--- src/rtl/rx_fifo_fill_ctrl.sv ---
module rx_fifo_fill_ctrl #(
  parameter int DW = 8
) (
  input  logic          clk,
  input  logic          rst_n,
  input  logic [1:0]    data_mode,
  input  logic          sync_det,
  input  logic          byte_vld,
  input  logic [DW-1:0] byte_data,
  input  logic          fifo_full,
  input  logic          fifo_empty,
  input  logic          fifo_thresh,
  input  logic          rssi_evt,
  input  logic          payload_rdy,
  input  logic          crc_ok,
  input  logic          addr_match,
  input  logic          addr_filt_en,
  input  logic          reg_wr,
  input  logic          reg_sel,
  input  logic [7:0]    reg_wdata,
  output logic [7:0]    reg_rdata,
  output logic          fifo_wr_en,
  output logic [DW-1:0] fifo_wr_data,
  output logic          fifo_flush,
  output logic          fill_active,
  output logic          overrun,
  output logic          irq0,
  output logic          irq1
);
  localparam logic [1:0] MODE_BUF = 2'b01;

  logic       fill_method;
  logic [1:0] irq0_sel, irq1_sel;

  wire is_buf   = data_mode == MODE_BUF;
  wire is_pkt   = data_mode[1];
  wire sel_wr   = reg_wr & ~reg_sel;
  wire ctl_wr   = reg_wr & reg_sel;
  wire fill_clr = ctl_wr & ~fill_method & reg_wdata[1];
  wire ovr_clr  = ctl_wr & reg_wdata[2];
  wire accept   = byte_vld & (is_pkt | (is_buf & fill_active));

  assign fifo_wr_en   = accept & ~fifo_full;
  assign fifo_wr_data = byte_data;
  assign fifo_flush   = ovr_clr;

  always_ff @(posedge clk or negedge rst_n) begin
    if (!rst_n) begin
      fill_method <= 1'b0;
      fill_active <= 1'b0;
      overrun     <= 1'b0;
      irq0_sel    <= 2'b00;
      irq1_sel    <= 2'b00;
    end else begin
      if (sel_wr) begin
        irq0_sel <= reg_wdata[1:0];
        irq1_sel <= reg_wdata[3:2];
      end
      if (ctl_wr) fill_method <= reg_wdata[0];

      if (fill_method) begin
        if (ctl_wr) fill_active <= reg_wdata[1];
      end else if (fill_clr) begin
        fill_active <= 1'b0;
      end else if (sync_det && is_buf && !overrun) begin
        fill_active <= 1'b1;
      end

      if (ovr_clr) overrun <= 1'b0;
      else if (accept && fifo_full) overrun <= 1'b1;
    end
  end

  assign reg_rdata = reg_sel
    ? {3'b000, ~fifo_empty, fifo_full, overrun, fill_active, fill_method}
    : {4'b0000, irq1_sel, irq0_sel};

  always_comb begin
    irq0 = 1'b0;
    if (is_pkt) begin
      case (irq0_sel)
        2'b00: irq0 = payload_rdy;
        2'b01: irq0 = fifo_wr_en;
        2'b10: irq0 = ~fifo_empty;
        default: irq0 = addr_filt_en ? addr_match : sync_det;
      endcase
    end else if (is_buf) begin
      case (irq0_sel)
        2'b00: irq0 = 1'b0;
        2'b01: irq0 = fifo_wr_en;
        2'b10: irq0 = ~fifo_empty;
        default: irq0 = sync_det;
      endcase
    end else begin
      case (irq0_sel)
        2'b10: irq0 = rssi_evt;
        2'b00: irq0 = 1'b0;
        default: irq0 = sync_det;
      endcase
    end
  end

  always_comb begin
    case (irq1_sel)
      2'b00: irq1 = is_pkt & crc_ok;
      2'b01: irq1 = fifo_full;
      2'b10: irq1 = rssi_evt;
      default: irq1 = fifo_thresh;
    endcase
    if (data_mode == 2'b00) irq1 = 1'b0;
  end
endmodule

--- config.mk ---
export PLATFORM = sky130hd
export DESIGN_NAME = rx_fifo_fill_ctrl
export DESIGN_NICKNAME = d
export VERILOG_FILES = /design/src/rtl/rx_fifo_fill_ctrl.sv
export SDC_FILE = /design/constraint.sdc
export NUM_CORES = 1
export LEC_CHECK = 0
export BUFFER_PORTS_ARGS = -buffer_cell sky130_fd_sc_hd__buf_2
export CORE_MARGIN = 4
export CORE_UTILIZATION = 40
export DETAILED_ROUTE_END_ITERATION = 12
export HOLD_SLACK_MARGIN = 0.03
export PLACE_DENSITY = 0.88
export SYNTH_ARGS = -nofsm -noshare
export SYNTH_HDL_FRONTEND = slang
export SYNTH_SLANG_ARGS = --single-unit
--- constraint.sdc ---
create_clock -name clk -period 2.7 [get_ports clk]
set_input_delay 0.27 -clock clk [delete_from_list [all_inputs] [get_ports clk]]
set_output_delay 0.27 -clock clk [all_outputs]
set_load 0.005 [all_outputs]
After elaboration in Yosys (flattened, before gate mapping). Index checks and enable logic that the tools add are counted.

ROM bits: 0. Memories kept: 0. Bits of input ports: 32. Register bits after elaboration: 7. Latch bits: 0. Output and inout bits: 22. Bits in writable memories: 0. Logic and storage cells: 50.

$add $sub $neg: 0. Equal/unequal tests: 6. Muxes and demuxes: 15. Bitwise logic cells: 14. Multipliers: 0. Shifts and indexed selects: 0. Divide/modulo/power cells: 0. $lt $le $gt $ge: 0. Reduce and logical (&&, ||, !) cells: 10.

Operators with widths (count): $mux 1 (10); $and 1x1->1 (9); $pmux 1 s3 (3); $eq 2x1->1 const B (3); $logic_not 2->1 (3); $mux 5 (1); $eq 2x2->1 const B (2); $not 1->1 (4); $logic_and 1x1->1 (3); $reduce_bool 3->1 (1); $ne 2x1->1 const B (1); $pmux 1 s2 (1); $reduce_and 2->1 (1); $reduce_bool 2->1 (1); $logic_not 1->1 (1); $or 1x1->1 (1).

Logic depth before layout (Yosys ltp).
Word-level depth: 8. Mapped depth: 5. Gate-level depth less buffers: 4.

Worst setup path before layout. Ideal clock, no wire load.

Kind: flip-flop to output port. From: register fill_active. To: output port irq0. Path slack: 1489 ps. Arrival: 941 ps. Stages on the path, launching flop included: 5. Required time: 2430 ps. Path buffers: 0. Cells stage by stage: dfrtp_1 > a21oi_2 > nor3b_4 > a21oi_2 > o2111ai_2.

Longest elaborated chain between the ends: 7. Elaborated cells between the ends (all ways): 8. Those cells by class: 4 x mux; 4 x bitwise.

Ends and longest elaborated chain: start: declaration (line 25) `output logic fill_active,`; start signal: assignment (line 62) `if (ctl_wr) fill_active <= reg_wdata[1];`; $and 1x1->1 (*) (line 41) `wire accept = byte_vld & (is_pkt | (is_buf & fill_active));`; $or 1x1->1 (*) (line 41); $and 1x1->1 (*) (line 41); $and 1x1->1 (*) (line 43) `assign fifo_wr_en = accept & ~fifo_full;`; net fifo_wr_en (line 22) `output logic fifo_wr_en,`; $pmux 1 s3 (line 88) `case (irq0_sel)`; $mux 1 (line 87) `end else if (is_buf) begin`; $mux 1 (*) (line 80) `if (is_pkt) begin`; end: declaration (line 27) `output logic irq0,`.

The timed path passes the listed nets; every way through them passes the cells marked *.

Worst setup path after layout.
From: register irq0_sel[1]. To: output port irq0.

Longest elaborated chain between the ends: 4. Elaborated cells between the ends (all ways): 8. Those cells by class: 2 x eq/ne; 5 x mux; 1 x reduce/logical.

Ends and longest elaborated chain: start: declaration (line 33) `logic [1:0] irq0_sel, irq1_sel;`; start signal: assignment (line 56) `irq0_sel <= reg_wdata[1:0];`; $eq 2x2->1 (tied with other cells) (line 81, 88, 95); $pmux 1 s3 / $pmux 1 s2 (equally long branches) (line 88, 95); $mux 1 (line 87); $mux 1 (*) (line 80).

Every way passes the cells marked *; elsewhere a longest branch is shown, timed or not.

==> summary.md <==
| Metric | Value |
|---|---|
| Clk sinks | `7` |
| Fin Setup TNS | `0 ns` |
| Min-delay src | `reg_wdata[3]` |
| Worst r2r dst | `fill_active$_DFFE_PN0P_` |
| RSZ-0062 raised after global routing | `false` |
| Final Routed Wirelength | `around 1400 um` |
| Placed Instances | `102` |
| Slowest CP cell | `dfrtp_1` |
| Crit-path max FO | `8` |
| Synth Flop Type | `dfrtp_1` |
| Final ANT Viol Nets | `0` |
| CTS Buf Count | `3` |
| VDD IR max | `a little under 0.0003 V` |
| Fin nets | `125` |
| Post-layout util | `between 50% and 60%` |
| Clk Latency, worst-skew pair | `approximately 0.25 ns` |
| Die area | `around 2300 sq um` |
| RePlAce Congestion | `0.756` |
| Largest net degree at the start of global routing | `10` |
| Netlist Area Pre-Place | `623 sq um` |
| Most frequent cell after synthesis | `buf_4` |
| Via/cell ratio | `between 5 and 6` |
| Buffers and inverters on the worst path | `1` |
| Mean Syn Cell Area | `around 9 sq um` |
| Clk buf depth | `2` |
| Number of global-route vias before repair | `516` |
| #FFs+latches synth | `7` |
| Max Fclk | `608 MHz` |
| Yosys top cell by area | `dfrtp_1` |
| Period utilisation layout | `about 61%` |
| Io pins | `54` |
| Area delta synth->final | `19.5%` |
| Area of the core | `approximately 1400 sq um` |
| Starting Density | `45.1%` |
| CTS H-tree lvls | `1` |
| Required time worst endpoint | `approximately 2.4 ns` |
| Worst path max stage delay | `roughly 0.45 ns` |
| Yosys top cell area share | `between 20 and 30%` |
| Reg2Reg Setup Slack | `roughly 1.6 ns` |
| Share of post-route cells with drive strength above 1 | `between 50% and 60%` |
| Post-layout minimum cycle time | `approximately 1.6 ns` |
| Die Height | `about 47 um` |
| Root Driver | `clkbuf_4` |
| R2R cell count | `4` |
| Worst EP arrival | `about 1.4 ns` |
| Setup violators final | `0` |
| Fin. max-slew vios | `0` |
| Number of synthesized flops with an enable pin | `0` |
| Top cells by area, synth | `dfrtp_1, mux2_2, buf_4` |
| Final cell count without fillers | `~110` |
| Top cells by count, synth | `buf_4, mux2_2, dfrtp_1, nand2_1, nor2_1` |
| Violation count after the first detailed-routing iteration | `2` |
| Clock Skew | `~0.0002 ns` |
| Hold path endpoint | `irq1_sel[1]$_DFFE_PN0P_` |
| Residual DRC | `0` |
| FFs w/ async S/R, synth | `between 90% and 100%` |
| DP HPWL | `1170 um` |
| Register area share after synthesis | `about 28%` |
| Inserted Diodes | `0` |
| Syn. warnings | `0` |
| Clk slew on worst S/H paths | `about 0.050 ns` |
| GR Overflow Total | `0` |
| Post_cts resized | `0` |
| Post-Syn Instances | `between 60 and 70` |
| P_leak | `roughly 0.36 nW` |
| First-pass GRT wire length | `2150 um` |
| Min-Delay Path Class | `in2reg` |
| Worst Setup Start Kind | `flip-flop` |
| CTS tree | `yes` |
| Port Buffers | `30` |
| Worst reg2reg path startpoint | `overrun$_DFFE_PN0P_` |
| Max Cap Violations | `0` |
| Die width | `around 47 um` |
| Delay-heaviest family, CP | `flip-flops` |
| Via count | `540` |
| Final hold violation count | `0` |
| Antenna violations before repair | `0` |
| Crit Path Class | `reg2out` |
| Power per cell area | `494 nW/um^2` |
| WHS Path Cells | `2` |
| Outcome | `completed` |
| Total GRT Usage | `around 14%` |
| Wire per inst | `12.8 um` |
| Crit-path cells | `nand2b_1 > o21ai_0 > a21oi_2 > o2111ai_2 > buf_2` |
| Cell row count | `13` |
| First-pass detailed-route iteration total | `3` |
| Number of library cell types mapped by synthesis | `25` |
| CP endpoint kind | `primary output` |
==> cells by family (layout without fill, tap and decap cells) <==
family / Yosys count / after routing / share of synthesized area (%)
AO/OA/AOI/OAI: 12 / 12 / 14.7
XOR/XNOR: 1 / 1 / 1.41
buffers and inverters: 13 / 35 / 14.7
flip-flops: 7 / 7 / 28.1
multiplexers: 11 / 11 / 19.5
other: 1 / 3 / 0.602
AND/OR/NAND/NOR: 23 / 23 / 21.1
==> timing repair <==
item	in CTS	in global routing
buffers inserted	0	0
endpoints found under the hold margin	7	0
hold buffers	1	0
==> layout by cell type (no fill, tap or decap), drive strengths merged, types with 2 or more instances in the layout <==
cell,Yosys,final
buf,12,30
mux2,9,9
nor2b,2,2
o21ai,3,3
nand2b,3,3
dfrtp,7,7
a211oi,2,2
nand3,2,2
conb,1,3
clkbuf,1,4
a21oi,4,4
nor2,5,5
mux2i,2,2
nand2,7,7
==> registers in the layout (all words and copies together), names as in the netlist <==
name	count
irq0_sel	2
irq1_sel	2
fill_active	1
fill_method	1
overrun	1
==> metrics by stage <==
step                      power [mW]  setup slack, ns  cell area (sq um)  hold slack, ns
after global routing           0.394            0.935                744           0.260
final                          0.368             1.05                744           0.253
after detailed placement       0.276             1.32                708           0.110
after CTS                      0.375             1.04                744           0.244
after global placement         0.270             1.33                708           0.108
after floorplan                0.232             1.49                631         -0.0256
==> worst max path at each step <==
| stage | startpoint | to | slack [ns] | depth (start not counted) |
|---|---|---|---|---|
| final | irq0_sel[1]$_DFFE_PN0P_ | irq0 | 1.05 | 5 |
| after global routing | irq0_sel[1]$_DFFE_PN0P_ | irq0 | 0.93 | 5 |
| after CTS | irq0_sel[1]$_DFFE_PN0P_ | irq0 | 1.04 | 5 |
| after detailed placement | fill_active$_DFFE_PN0P_ | irq0 | 1.32 | 5 |
| after global placement | irq0_sel[1]$_DFFE_PN0P_ | irq0 | 1.33 | 5 |
| after floorplan | fill_active$_DFFE_PN0P_ | irq0 | 1.49 | 4 |
==> area by class of cell <==
class	count	area, sq um
fill	138	638
sequential	7	175
timing repair buffer	31	160
multi-input combinational	50	364
clock buffer	4	26.3
tap	15	18.8
==> power breakdown <==
group	leakage, nW	switching, mW	total, mW	internal, mW
registers	0.0809	0.0255	0.148	0.123
clock network	0.0150	0.0379	0.0943	0.0564
logic	0.265	0.0519	0.125	0.0735
==> layer usage <==
layer / vias to the layer above / share of wire (%) / global-route usage, %
li1: 271 / - / -
met1: 245 / 37 / 15.2
met2: 20 / 52 / 23.5
met3: 4 / 10 / 1.50
met4: 0 / 0.66 / 9.39
met5: - / 0 / 0
==> worst register-to-register path: stages, from the launching register on <==
cell and delay (ns):
dfrtp_1 0.40, nor4bb_1 0.29, nor2_1 0.07, a21oi_1 0.14, o22a_1 0.15
No activity file was read; power rests on OpenSTA's default activity.
